<file path="config.mk">
export PLATFORM = sky130hd
export DESIGN_NAME = alu8_status
export DESIGN_NICKNAME = d
export VERILOG_FILES = /design/src/rtl/alu8_pkg.sv /design/src/rtl/alu8_adder.sv /design/src/rtl/alu8_logic.sv /design/src/rtl/alu8_isa.sv /design/src/rtl/alu8_status.sv
export SDC_FILE = /design/constraint.sdc
export NUM_CORES = 1
export LEC_CHECK = 0
export ABC_AREA = 1
export BUFFER_PORTS_ARGS = -buffer_cell sky130_fd_sc_hd__buf_2
export CAP_MARGIN = 20
export CORE_ASPECT_RATIO = 1.75
export CORE_MARGIN = 2
export CORE_UTILIZATION = 56
export CTS_CLUSTER_DIAMETER = 120
export CTS_CLUSTER_SIZE = 16
export DETAILED_ROUTE_END_ITERATION = 7
export HOLD_SLACK_MARGIN = 0.03
export PLACE_DENSITY = 0.82
export SYNTH_ARGS = -nofsm -noshare
export SYNTH_HDL_FRONTEND = slang
export SYNTH_SLANG_ARGS = --single-unit
</file>
<file path="constraint.sdc">
create_clock -name clk -period 3.1 [get_ports clk]
set_clock_uncertainty 0.15 [all_clocks]
set_input_delay 0.31 -clock clk [delete_from_list [all_inputs] [get_ports clk]]
set_output_delay 0.31 -clock clk [all_outputs]
set_load 0.005 [all_outputs]
</file>
<file path="src/rtl/alu8_pkg.sv">
package alu8_pkg;
  localparam int STAT_W = 5;
  localparam int F_SGN  = 0;
  localparam int F_CRY  = 1;
  localparam int F_ZER  = 2;
  localparam int F_OVF  = 3;
  localparam int F_IEN  = 4;

  localparam logic [3:0] OP_ADD = 4'd0;
  localparam logic [3:0] OP_INC = 4'd1;
  localparam logic [3:0] OP_DEC = 4'd2;
  localparam logic [3:0] OP_CMP = 4'd3;
  localparam logic [3:0] OP_AND = 4'd4;
  localparam logic [3:0] OP_OR  = 4'd5;
  localparam logic [3:0] OP_XOR = 4'd6;
  localparam logic [3:0] OP_COM = 4'd7;
  localparam logic [3:0] OP_SL1 = 4'd8;
  localparam logic [3:0] OP_SR1 = 4'd9;
  localparam logic [3:0] OP_SL4 = 4'd10;
  localparam logic [3:0] OP_SR4 = 4'd11;
  localparam logic [3:0] OP_LNK = 4'd12;

  localparam logic [1:0] STEP_UP = 2'b01;
  localparam logic [1:0] STEP_DN = 2'b10;
endpackage

</file>
<file path="src/rtl/alu8_adder.sv">
module alu8_adder #(
  parameter int W = 8
) (
  input  logic [W:0]   a_i,
  input  logic [W-1:0] b_i,
  output logic [W-1:0] sum_o,
  output logic         carry_o,
  output logic         ovf_o
);
  logic [W:0]   full;
  logic [W-1:0] low;

  always_comb begin
    full    = a_i + {1'b0, b_i};
    low     = {1'b0, a_i[W-2:0]} + {1'b0, b_i[W-2:0]};
    sum_o   = full[W-1:0];
    carry_o = full[W];
    ovf_o   = low[W-1] ^ full[W];
  end
endmodule

</file>
<file path="src/rtl/alu8_logic.sv">
module alu8_logic
  import alu8_pkg::*;
#(
  parameter int W    = 8,
  parameter int WIDE = 4
) (
  input  logic [W-1:0] a_i,
  input  logic [W-1:0] b_i,
  input  logic [3:0]   op_i,
  output logic [W-1:0] res_o
);
  always_comb begin
    unique case (op_i)
      OP_AND:  res_o = a_i & b_i;
      OP_OR:   res_o = a_i | b_i;
      OP_XOR:  res_o = a_i ^ b_i;
      OP_COM:  res_o = ~a_i;
      OP_SL1:  res_o = a_i << 1;
      OP_SR1:  res_o = a_i >> 1;
      OP_SL4:  res_o = a_i << WIDE;
      OP_SR4:  res_o = a_i >> WIDE;
      default: res_o = a_i;
    endcase
  end
endmodule

</file>
<file path="src/rtl/alu8_isa.sv">
module alu8_isa
  import alu8_pkg::*;
#(
  parameter int IW   = 6,
  parameter int GRPW = 3
) (
  input  logic          clk,
  input  logic          rst,
  input  logic          load_i,
  input  logic [IW-1:0] data_i,
  input  logic [1:0]    step_i,
  output logic [IW-1:0] isa_o
);
  logic [GRPW-1:0] low_nx;

  always_comb begin
    unique case (step_i)
      STEP_UP: low_nx = isa_o[GRPW-1:0] + 1'b1;
      STEP_DN: low_nx = isa_o[GRPW-1:0] - 1'b1;
      default: low_nx = isa_o[GRPW-1:0];
    endcase
  end

  always_ff @(posedge clk) begin
    if (rst)         isa_o <= '0;
    else if (load_i) isa_o <= data_i;
    else             isa_o <= {isa_o[IW-1:GRPW], low_nx};
  end
endmodule

</file>
<file path="src/rtl/alu8_status.sv">
module alu8_status
  import alu8_pkg::*;
#(
  parameter int W    = 8,
  parameter int IW   = 6,
  parameter int GRPW = 3,
  parameter int WIDE = 4
) (
  input  logic              clk,
  input  logic              rst,
  input  logic [W-1:0]      acc_i,
  input  logic [W-1:0]      opb_i,
  input  logic [3:0]        op_i,
  input  logic              flag_we_i,
  input  logic              isa_load_i,
  input  logic [IW-1:0]     isa_data_i,
  input  logic [1:0]        isa_step_i,
  output logic [W-1:0]      result_o,
  output logic [STAT_W-1:0] status_o,
  output logic [IW-1:0]     isa_o
);
  logic [W:0]   add_a;
  logic [W-1:0] add_b;
  logic [W-1:0] add_sum;
  logic         add_c;
  logic         add_v;
  logic [W-1:0] log_res;
  logic         is_arith;
  logic         is_cmp;
  logic         sets_flags;
  logic [W-1:0] flag_val;
  logic [3:0]   new_flags;

  always_comb begin
    add_a    = {1'b0, acc_i};
    add_b    = opb_i;
    is_arith = 1'b1;
    is_cmp   = 1'b0;
    unique case (op_i)
      OP_ADD: add_b = opb_i;
      OP_INC: add_b = W'(1);
      OP_DEC: add_b = '1;
      OP_CMP: begin
        add_a  = {1'b0, ~acc_i} + 1'b1;
        is_cmp = 1'b1;
      end
      OP_LNK: add_b = W'(status_o[F_CRY]);
      default: is_arith = 1'b0;
    endcase
    sets_flags = (op_i <= OP_LNK);
  end

  alu8_adder #(.W(W)) u_add (
    .a_i     (add_a),
    .b_i     (add_b),
    .sum_o   (add_sum),
    .carry_o (add_c),
    .ovf_o   (add_v)
  );

  alu8_logic #(.W(W), .WIDE(WIDE)) u_log (
    .a_i   (acc_i),
    .b_i   (opb_i),
    .op_i  (op_i),
    .res_o (log_res)
  );

  always_comb begin
    if (is_cmp)        result_o = acc_i;
    else if (is_arith) result_o = add_sum;
    else               result_o = log_res;
    flag_val = (is_arith) ? add_sum : log_res;
    new_flags[F_SGN] = ~flag_val[W-1];
    new_flags[F_ZER] = (flag_val == '0);
    new_flags[F_CRY] = is_arith & add_c;
    new_flags[F_OVF] = is_arith & add_v;
  end

  always_ff @(posedge clk) begin
    if (rst)
      status_o <= '0;
    else if (flag_we_i && sets_flags)
      status_o <= {status_o[F_IEN], new_flags};
  end

  alu8_isa #(.IW(IW), .GRPW(GRPW)) u_isa (
    .clk    (clk),
    .rst    (rst),
    .load_i (isa_load_i),
    .data_i (isa_data_i),
    .step_i (isa_step_i),
    .isa_o  (isa_o)
  );
endmodule

</file>
==> impl_metrics.yaml, run 1 <==
placement:
  globalplace.congestion: 0.967
  post_place_setup_slack_ns: -0.0452
  numPortBuffers: 49
  placed_area_um2: 2640
  placed_cells: 491
  dp_hpwl_mm: 5.42
cts:
  clk_transition_reported_paths_ns: 0.05
  clock_insertion_delay_worst_skew_ns: 0.24
  clock-sinks: 10
  clk_path_buf_depth: 2
  clockRootBuffer: "sky130_fd_sc_hd__clkbuf_8"
  cts_htree_levels: 1
  cts_stage_hold_buffer_count: 0
  tritoncts.num_buffers: 3
  cts_tree: "yes"
setup_path:
  path_type_of_the_worst_setup_path: "input pin to primary output"
  cpMaxStageDelayCell: "sky130_fd_sc_hd__ha_1"
  cp_data_arrival_time_ns: 2.50
  cell_chain_critical_path: "buf_2, inv_2, ha_4, inv_2, nor2_4, buf_6, nand2_1, xor2_1, ha_1, buf_6, nand2_1, inv_1, nand4_1, nand3_2, nand2_1, nand3_2, nand2_2, nand2_1, o21ai_0, buf_2"
  endpoint_kind: "primary output"
  timing.critical_path.required_ns: 2.64
  max_stage_delay_ns: 0.36
  critPathTopFamily: "simple AND/OR/NAND/NOR gates"
  critPathMostFrequentCell: "sky130_fd_sc_hd__nand2_1"
  worst_setup_path_start_kind: "input pin"
  critPathMaxFanout: 7
  crit_buf_inv: 7
synthesis:
  synth_top_cell_area_share: 0.166
  muxShareOfSynthArea: 0
  mappedNetlistNets: 452
  ys.flop_type: "sky130_fd_sc_hd__dfxtp_1"
  area_share_of_and_or_nand_nor_cells_after_synthesis: 0.415
  syn_inst: 389
  synthMostInstantiatedCell: "sky130_fd_sc_hd__nand2_1"
  adder_cell_area_share_of_the_yosys_netlist: 0.176
  combinational_family_with_the_most_area_after_synthesis: "simple AND/OR/NAND/NOR gates"
  synth_edf_count: 0
  synth_cell_type_count: 37
  synth_xor_xnor_area_share: 0.0306
  synth_compound_area_frac: 0.149
  library_cell_with_the_largest_summed_area_after_synthesis: "sky130_fd_sc_hd__nand2_1"
  postSynthRegisterBits: 10
  synth.top_cells.by_count: "101 x sky130_fd_sc_hd__nand2_1, 46 x sky130_fd_sc_hd__inv_1, 34 x sky130_fd_sc_hd__nor2_1"
  synth_area_per_cell_um2: 5.89
  post_synth_instance_area_um2: 2290
  seq_area_frac_synth: 0.0874
  postSynth.asyncResetShare: 0
  largest_cells_by_area_after_synthesis: "sky130_fd_sc_hd__nand2_1 17%, sky130_fd_sc_hd__ha_1 16%, sky130_fd_sc_hd__dfxtp_1 8.7%"
  synth_warnings: 0
grt:
  via_count_of_the_first_global_routing_pass: 2523
  gr-total-overflow: 0
  gr-usage-all-layers: 0.294
  antenna_found_initial: 0
  pin_count_of_the_biggest_net_entering_global_routing: 23
  grt_pass1_wl_mm: 10.5
power_and_ir_drop:
  static_leakage_power_nw: 1.51
  switching_share: 0.428
  power_frac_clock: 0.218
  power.ir.vdd_worst_uv: 238
  cellInternalPower_mw: 0.433
  p_sw_mw: 0.324
  power.combinational.fraction: 0.594
  power.density_nw_per_um2: 272
  design_power_total_mw: 0.757
  sequentialPowerShare: 0.189
final_layout:
  design_area_um2: 2780
  finish.net_count: 513
  finish.utilization: 0.713
  fill_cells: 392
  area.growth.synth_to_final_pct: 21.6
  post_route_cells_drive_above_1_share: 0.243
  layout.cells.non_filler: 497
  antenna-diode-count: 0
sta:
  portion_of_the_clock_cycle_consumed_by_the_worst_path_in_the_final_layout: 0.953
  setup-violations-final: 0
  hold-worst-slack_ns: 0.166
  finalWorstPathRequiredPeriod_ns: 2.96
  timing.setup.tns_ns: 0
  final_max_slew_viol_count: 0
  max_slew_margin: 0.534
  finalWorstSetupSlack_ns: 0.144
  achievable-frequency_mhz: 338
  hold_viol: 0
  worstMarginPinSlew_ns: 0.699
floorplanning:
  placement_rows: 30
  coreArea_um2: 3900
  die_h_um: 88.6
  chipWidth_um: 52.3
  starting_density_of_the_core: 0.587
  io_pins: 51
  die_area_um2: 4640
routing:
  met3_length_um: 307
  remaining_drc_errors: 0
  ant_nets: 0
  highest_layer: "met4"
  met2_length_mm: 3.68
  wl_per_cell_um: 13.6
  wl_met1_mm: 2.46
  via_count: 2786
  number_of_drc_markers_in_iteration_0: 110
  aggregate_routed_wire_length_mm: 6.78
  drt_pass1_iterations: 4
  vias_per_cell: 5.61
run_status:
  status: "finished clean"
worst_hold_path:
  holdCritPathClass: "input pin to flop"
job:
  cap_violations: 0
[kinds of logic after synthesis]
group           after synthesis
fa+ha+maj                    31
buf+inv                      71
simple gates                208
flops                        10
compound gates               60
xor+xnor                      8
other cells                   1
[layer usage]
metal | track usage | up-vias
li1 | - | 1413
met1 | 0.284 | 1230
met2 | 0.584 | 114
met3 | 0.0169 | 29
met4 | 0.166 | 0
met5 | 0 | -
[cell type report]
cell class                 count  area, µm²  share of cell area
clock buffer                   4       55.1              0.0198
inverter                      53        200              0.0719
multi-input combinational    308       1830               0.656
sequential                    10        200              0.0719
tap                           48       60.1              0.0216
timing repair buffer          74        443               0.159
[timing repair]
action | in CTS | in global routing
pin swaps | 1 | 8
gates resized for setup | 3 | 19
buffers inserted | 1 | 1
setup endpoints to repair | 1 | 4
[worst paths after layout]
kind	startpoint	to	slack (ns)	depth (start not counted)
min reg2reg	u_isa.isa_o[4]	u_isa.isa_o[4]	0.31	2
max reg2reg	status_o[1]	status_o[2]	0.80	14
min	isa_data_i[5]	u_isa.isa_o[5]	0.17	3
max	op_i[3]	result_o[7]	0.14	20
[worst reg2reg max path, delay by kind of cell (launching register included)]
kind / cells / cell delay [ns]
adder cells (fa/ha/maj): 2 / 0.66
AND/OR/NAND/NOR: 7 / 0.55
AO/OA/AOI/OAI: 4 / 0.39
flip-flops: 1 / 0.34
buffers and inverters: 1 / 0.12
[power groups by stage]
stage / Sequential [mW] / Clock [mW] / Combinational, mW
3_5_place_dp: 0.145 / 0 / 0.419
4_1_cts: 0.143 / 0.164 / 0.424
3_3_place_gp: 0.145 / 0 / 0.410
6_report: 0.143 / 0.165 / 0.449
2_1_floorplan: 0.146 / 0 / 0.279
5_1_grt: 0.143 / 0.172 / 0.504
[cell usage in the layout, fill, tap and decap left out, drive strengths merged, types with 2 or more instances in the layout]
| cell type | count |
|---|---|
| buf | 73 |
| a211oi | 2 |
| a21oi | 34 |
| xor2 | 6 |
| clkbuf | 5 |
| dfxtp | 10 |
| o211ai | 4 |
| fa | 2 |
| or2 | 3 |
| nand2 | 104 |
| ha | 29 |
| nor2 | 36 |
| inv | 49 |
| clkinv | 4 |
| xnor2 | 2 |
| nand4 | 29 |
| o21ai | 17 |
| nand3 | 34 |
[registers in the layout (all words and copies together) (netlist names)]
signal and count:
status_o 4, u_isa.isa_o 6
(Power assumes the default switching activity.)
==> inputs of run 2 (changes only) <==
--- a/config.mk
+++ b/config.mk
@@ -10,12 +10,13 @@
 export CAP_MARGIN = 20
 export CORE_ASPECT_RATIO = 1.75
 export CORE_MARGIN = 2
-export CORE_UTILIZATION = 56
+export CORE_UTILIZATION = 57
 export CTS_CLUSTER_DIAMETER = 120
 export CTS_CLUSTER_SIZE = 16
 export DETAILED_ROUTE_END_ITERATION = 7
 export HOLD_SLACK_MARGIN = 0.03
-export PLACE_DENSITY = 0.82
+export PLACE_DENSITY = 0.83
 export SYNTH_ARGS = -nofsm -noshare
 export SYNTH_HDL_FRONTEND = slang
+export SYNTH_HIERARCHICAL = 1
 export SYNTH_SLANG_ARGS = --single-unit
==> run 2 against run 1 <==
Compared with the run above:
- the run now ends with negative setup slack left
- count of clock-buffer cells in the layout unchanged
- via count increased by 13%
- worst setup slack got worse by 0.29 ns
- critical endpoint is now result_o[6]
- largest cell class unchanged
- largest power group unchanged
==> impl_metrics.yaml, run 2 <==
floorplanning:
  io_pins: 51
  die_area_um2: 4820
  chipWidth_um: 53.3
  placement_rows: 31
  starting_density_of_the_core: 0.591
  die_h_um: 90.4
  coreArea_um2: 4110
setup_path:
  cp_data_arrival_time_ns: 2.79
  crit_buf_inv: 6
  cell_chain_critical_path: "buf_2, or2_4, nor3_4, buf_6, nand2_1, xnor2_1, ha_1, buf_4, buf_4, nand2_2, nor2_2, nor2_2, xnor2_1, inv_1, nand2_1, nand2_1, o21ai_1, buf_2"
  max_stage_delay_ns: 0.31
  endpoint_kind: "primary output"
  path_type_of_the_worst_setup_path: "input pin to primary output"
  worst_setup_path_start_kind: "input pin"
  critPathMostFrequentCell: "sky130_fd_sc_hd__nand2_1"
  timing.critical_path.required_ns: 2.64
  critPathMaxFanout: 9
  critPathTopFamily: "simple AND/OR/NAND/NOR gates"
  cpMaxStageDelayCell: "sky130_fd_sc_hd__ha_1"
sta:
  hold-worst-slack_ns: 0.151
  timing.setup.tns_ns: -0.223
  finalWorstSetupSlack_ns: -0.146
  setup-violations-final: 2
  max_slew_margin: 0.519
  achievable-frequency_mhz: 308
  hold_viol: 0
  final_max_slew_viol_count: 0
  worstMarginPinSlew_ns: 0.720
  finalWorstPathRequiredPeriod_ns: 3.25
  portion_of_the_clock_cycle_consumed_by_the_worst_path_in_the_final_layout: 1.05
  rsz0062_at_grt: "yes"
synthesis:
  syn_inst: 415
  postSynth.asyncResetShare: 0
  ys.flop_type: "sky130_fd_sc_hd__dfxtp_1"
  post_synth_instance_area_um2: 2430
  seq_area_frac_synth: 0.0824
  synth_cell_type_count: 36
  library_cell_with_the_largest_summed_area_after_synthesis: "sky130_fd_sc_hd__nand3_1"
  largest_cells_by_area_after_synthesis: "sky130_fd_sc_hd__nand3_1 15%, sky130_fd_sc_hd__nand2_1 14%, sky130_fd_sc_hd__ha_1 13%"
  synth_edf_count: 0
  synth_area_per_cell_um2: 5.85
  postSynthRegisterBits: 10
  synth_top_cell_area_share: 0.146
  synth_warnings: 6
  mappedNetlistNets: 474
  synth.top_cells.by_count: "89 x sky130_fd_sc_hd__nand2_1, 71 x sky130_fd_sc_hd__nand3_1, 66 x sky130_fd_sc_hd__inv_1"
  synthMostInstantiatedCell: "sky130_fd_sc_hd__nand2_1"
run_status:
  status: "finished, violations left"
  violations: "negative setup slack"
power_and_ir_drop:
  static_leakage_power_nw: 1.80
  power.ir.vdd_worst_uv: 337
  power.density_nw_per_um2: 273
  design_power_total_mw: 0.888
final_layout:
  layout.cells.non_filler: 552
  layout_top_registers: "u_isa/isa_o: 6 flops, status_o: 4 flops"
  mostFrequentLayoutCell: "sky130_fd_sc_hd__nand2_1"
  largest_register_ff_count: 6
  post_route_cells_drive_above_1_share: 0.360
  largest-register: "u_isa/isa_o"
  finish.utilization: 0.792
  layout_common_cells: "82 x sky130_fd_sc_hd__nand2_1, 66 x sky130_fd_sc_hd__nand3_1, 61 x sky130_fd_sc_hd__inv_1"
  antenna-diode-count: 0
  finish.net_count: 563
  area.growth.synth_to_final_pct: 34.0
cts:
  clock_insertion_delay_worst_skew_ns: 0.24
  tritoncts.num_buffers: 3
  clock-sinks: 10
  clk_transition_reported_paths_ns: 0.05
  cts_tree: "yes"
  clk_path_buf_depth: 2
  clockRootBuffer: "sky130_fd_sc_hd__clkbuf_8"
  cts_htree_levels: 1
placement:
  dp_hpwl_mm: 5.74
  placed_cells: 534
  numPortBuffers: 49
  globalplace.congestion: 0.908
routing:
  vias_per_cell: 5.72
  drt_pass1_iterations: 6
  ant_nets: 0
  via_count: 3160
  number_of_drc_markers_in_iteration_0: 260
  wl_per_cell_um: 16.0
  aggregate_routed_wire_length_mm: 8.85
  remaining_drc_errors: 0
job:
  cap_violations: 0
grt:
  grt_pass1_wl_mm: 12.5
  antenna_found_initial: 0
  pin_count_of_the_biggest_net_entering_global_routing: 29
  via_count_of_the_first_global_routing_pass: 2874
  gr-total-overflow: 0
  gr-usage-all-layers: 0.340
worst_hold_path:
  holdCritPathClass: "input pin to flop"
-- run 2: cell types whose count changed after synthesis, sizes merged, moves of 7 or more --
cell / previous run / this run
a21oi: 34 / 11
inv: 49 / 75
nand3: 34 / 72
nand4: 29 / 0
nor2: 36 / 43
o21ai: 17 / 29
-- run 2: stage by stage --
step	setup WS [ns]	instance area, µm²
after floorplan	0.191	2430
after global placement	-0.0353	2880
after detailed placement	-0.130	2880
after CTS	0.00262	3080
after global routing	-0.211	3250
final	-0.146	3250
-- run 2: what timing repair did --
action | 4_1_cts | 5_1_grt
hold buffers | 0 | 0
pin swaps | 12 | 26
resized for setup | 24 | 38
endpoints found under the setup margin | 4 | 6
setup buffers | 9 | 7
-- run 2: worst paths after layout --
| path | from | end | slack, ns | depth (start not counted) |
|---|---|---|---|---|
| max | op_i[2] | result_o[6] | -0.15 | 18 |
| min | isa_data_i[5] | u_isa/isa_o[5] | 0.15 | 3 |
| max reg2reg | status_o[1] | status_o[2] | 0.55 | 17 |
| min reg2reg | status_o[3] | status_o[3] | 0.31 | 2 |
-- run 2: layer usage --
metal / up-vias / wire [µm] / global-route usage
li1: 1491 / - / -
met1: 1404 / 2990 / 0.338
met2: 193 / 4510 / 0.627
met3: 72 / 601 / 0.0348
met4: 0 / 741 / 0.197
met5: - / 0 / 0
-- run 2: final cells by class --
class,count,area [µm²]
multi-input cells,319,2020
fillers,296,857
repair buffers,95,628
inverters,75,292
flip-flops and latches,10,200
well taps,49,61.3
clock buffers,4,55.1
-- run 2: worst register-to-register path, delay by kind of cell (launching register included) --
kind                     cells  cell delay [ns]
adder cells (fa/ha/maj)      1             0.20
AO/OA/AOI/OAI                3             0.35
multiplexers                 1             0.18
AND/OR/NAND/NOR              7             0.78
buffers and inverters        4             0.44
XOR/XNOR                     1             0.08
flip-flops                   1             0.32
-- run 2: cell families (layout without fill, tap and decap cells) --
kind of cell               count (synthesis)  in the layout  share of synthesized area
AOI/OAI and AO/OA                         43             43                      0.102
xor gates and xnor gates                  13             13                     0.0469
adders and majority gates                 27             27                      0.142
buffers and inverters                     86            174                      0.156
DFF                                       10             10                     0.0824
muxes                                      1              1                    0.00412
other                                      1              1                    0.00154
and+or+nand+nor                          234            234                      0.465
-- run 2: where the power goes --
part	switching, mW	internal, mW
logic	0.331	0.244
clock network	0.0555	0.112
registers	0.00758	0.138
==> inputs of run 3 (changes only) <==
--- a/config.mk
+++ b/config.mk
@@ -5,7 +5,6 @@
 export SDC_FILE = /design/constraint.sdc
 export NUM_CORES = 1
 export LEC_CHECK = 0
-export ABC_AREA = 1
 export BUFFER_PORTS_ARGS = -buffer_cell sky130_fd_sc_hd__buf_2
 export CAP_MARGIN = 20
 export CORE_ASPECT_RATIO = 1.75
==> run 3 against run 2 <==
Compared with the run above:
- sequential share of layout area is 0.066 points lower
- the flow still finishes with violations (negative setup slack)
- synthesized cell count is 20% lower
- flip-flop and latch count stayed put
- maximum frequency is 0.23% higher
- critical path type unchanged
- total power is 6.5% higher
- die area is 0.58% higher
- non-clock buffer count is 6 higher
==> impl_metrics.yaml, run 3 <==
power_and_ir_drop:
  power.ir.vdd_worst_uv: 356
  design_power_total_mw: 0.946
  power.density_nw_per_um2: 288
  static_leakage_power_nw: 1.58
cts:
  clock-sinks: 10
  clk_transition_reported_paths_ns: 0.05
  cts_tree: "yes"
  clk_path_buf_depth: 2
  cts_htree_levels: 1
  clockRootBuffer: "sky130_fd_sc_hd__clkbuf_8"
  clock_insertion_delay_worst_skew_ns: 0.23
  cts_stage_hold_buffer_count: 0
  tritoncts.num_buffers: 3
routing:
  wl_per_cell_um: 18.4
  via_count: 3030
  met2_length_mm: 4.57
  highest_layer: "met4"
  remaining_drc_errors: 0
  wl_met1_mm: 3.03
  drt_pass1_iterations: 5
  ant_nets: 0
  number_of_drc_markers_in_iteration_0: 182
  vias_per_cell: 6.49
  aggregate_routed_wire_length_mm: 8.61
  met3_length_um: 529
setup_path:
  critPathMaxFanout: 8
  cp_data_arrival_time_ns: 2.78
  path_type_of_the_worst_setup_path: "input pin to primary output"
  endpoint_kind: "primary output"
  worst_setup_path_endpoint: "result_o[7]"
  critPathLaunch: "op_i[2]"
  reg2reg_setup_slack_ns: 0.11
  worstRegToRegCells: 12
  timing.rr.start: "status_o[1]"
  critical_path.reg2reg.endpoint: "status_o[2]"
  worst_setup_path_start_kind: "input pin"
  timing.critical_path.required_ns: 2.64
grt:
  via_count_of_the_first_global_routing_pass: 3031
  antenna_found_initial: 0
  gr-usage-all-layers: 0.347
  gr-total-overflow: 0
  grt_pass1_wl_mm: 13.0
  pin_count_of_the_biggest_net_entering_global_routing: 26
synthesis:
  postSynth.asyncResetShare: 0
  syn_inst: 333
  postSynthRegisterBits: 10
  ys.flop_type: "sky130_fd_sc_hd__dfxtp_1"
  synth_warnings: 6
  synth_cell_type_count: 61
  post_synth_instance_area_um2: 2440
  largest_cells_by_area_after_synthesis: "sky130_fd_sc_hd__ha_1 13%, sky130_fd_sc_hd__a21oi_1 8.6%, sky130_fd_sc_hd__dfxtp_1 8.2%"
  synth_top_cell_area_share: 0.133
  synth_area_per_cell_um2: 7.34
  seq_area_frac_synth: 0.0819
  synth_edf_count: 0
  synthMostInstantiatedCell: "sky130_fd_sc_hd__a21oi_1"
  synth.top_cells.by_count: "42 x sky130_fd_sc_hd__a21oi_1, 39 x sky130_fd_sc_hd__nor2_1, 26 x sky130_fd_sc_hd__ha_1"
  library_cell_with_the_largest_summed_area_after_synthesis: "sky130_fd_sc_hd__ha_1"
  mappedNetlistNets: 392
worst_hold_path:
  holdCritPathClass: "input pin to flop"
  min-delay-start: "isa_data_i[5]"
  whs_path_depth: 3
final_layout:
  largest-register: "u_isa/isa_o"
  largest_register_ff_count: 6
  finish.utilization: 0.800
  finish.net_count: 478
  layout_common_cells: "50 x sky130_fd_sc_hd__buf_4, 46 x sky130_fd_sc_hd__buf_2, 38 x sky130_fd_sc_hd__nor2_1"
  post_route_cells_drive_above_1_share: 0.376
  area.growth.synth_to_final_pct: 34.6
  layout.cells.non_filler: 467
  mostFrequentLayoutCell: "sky130_fd_sc_hd__buf_4"
  design_area_um2: 3290
  antenna-diode-count: 0
  layout_top_registers: "u_isa/isa_o: 6 flops, status_o: 4 flops"
sta:
  setup-violations-final: 1
  portion_of_the_clock_cycle_consumed_by_the_worst_path_in_the_final_layout: 1.04
  worstMarginPinSlew_ns: 0.689
  hold-worst-slack_ns: 0.173
  achievable-frequency_mhz: 309
  rsz0062_at_grt: "yes"
  hold_viol: 0
  max_slew_margin: 0.536
  timing.setup.tns_ns: -0.138
  final_max_slew_viol_count: 0
  finalWorstPathRequiredPeriod_ns: 3.24
  finalWorstSetupSlack_ns: -0.138
floorplanning:
  coreArea_um2: 4110
  io_pins: 51
  chipWidth_um: 53.5
  placement_rows: 31
  die_area_um2: 4850
  die_h_um: 90.6
  starting_density_of_the_core: 0.594
run_status:
  violations: "negative setup slack"
  status: "finished, violations left"
placement:
  numPortBuffers: 49
  globalplace.congestion: 0.892
  placed_cells: 456
  post_place_setup_slack_ns: -0.262
  dp_hpwl_mm: 6.21
  placed_area_um2: 3000
job:
  cap_violations: 0
run 3: final cells by class:
cell class | count | area [µm²]
flip-flops and latches | 10 | 200
inverters | 21 | 78.8
well taps | 49 | 61.3
repair buffers | 101 | 669
clock buffers | 4 | 55.1
fillers | 290 | 822
multi-input cells | 282 | 2220
run 3: worst min-delay path by stage:
stage,end,slack (ns)
floorplan,status_o[0],0.23
global placement,u_isa/isa_o[3],0.32
detailed placement,u_isa/isa_o[3],0.34
CTS,u_isa/isa_o[5],0.17
global route,u_isa/isa_o[5],0.19
finish,u_isa/isa_o[5],0.17
run 3: kinds of logic (layout without fill, tap and decap cells):
| family | count (synthesis) | count (layout) | synth area share |
|---|---|---|---|
| other cells | 1 | 1 | 0.00153 |
| fa+ha+maj | 27 | 27 | 0.141 |
| buf+inv | 41 | 126 | 0.0799 |
| simple gates | 103 | 103 | 0.214 |
| flops | 10 | 10 | 0.0819 |
| xor+xnor | 16 | 16 | 0.0573 |
| compound gates | 116 | 116 | 0.342 |
| mux | 19 | 19 | 0.0824 |
run 3: timing repair:
action,4_1_cts,5_1_grt
pin swaps,16,30
gates resized for setup,25,16
setup buffers,3,5
setup endpoints to repair,8,7
run 3: power by group:
part           total [mW]  internal (mW)  leakage (nW)  switching [mW]
Combinational       0.642          0.306          1.47           0.336
Clock               0.159          0.111        0.0288          0.0480
Sequential          0.145          0.138        0.0822         0.00694
Total               0.946          0.555          1.58           0.391
run 3: per-layer routing:
metal	up-vias	track usage
met1	1402	0.352
met5	-	0
met2	179	0.621
met3	45	0.0364
li1	1404	-
met4	0	0.226
run 3: worst max-delay path, cell delays in order:
cell	delay [ns]
sky130_fd_sc_hd__buf_8	0.11
sky130_fd_sc_hd__or3_4	0.46
sky130_fd_sc_hd__nand2_2	0.09
sky130_fd_sc_hd__a211oi_2	0.06
sky130_fd_sc_hd__ha_1	0.31
sky130_fd_sc_hd__buf_4	0.16
sky130_fd_sc_hd__nand3_1	0.12
sky130_fd_sc_hd__nor3_2	0.07
sky130_fd_sc_hd__a211oi_2	0.30
sky130_fd_sc_hd__xnor2_1	0.18
sky130_fd_sc_hd__mux2i_1	0.10
sky130_fd_sc_hd__nor2_1	0.17
sky130_fd_sc_hd__a21oi_4	0.06
sky130_fd_sc_hd__a21oi_2	0.15
sky130_fd_sc_hd__buf_2	0.13
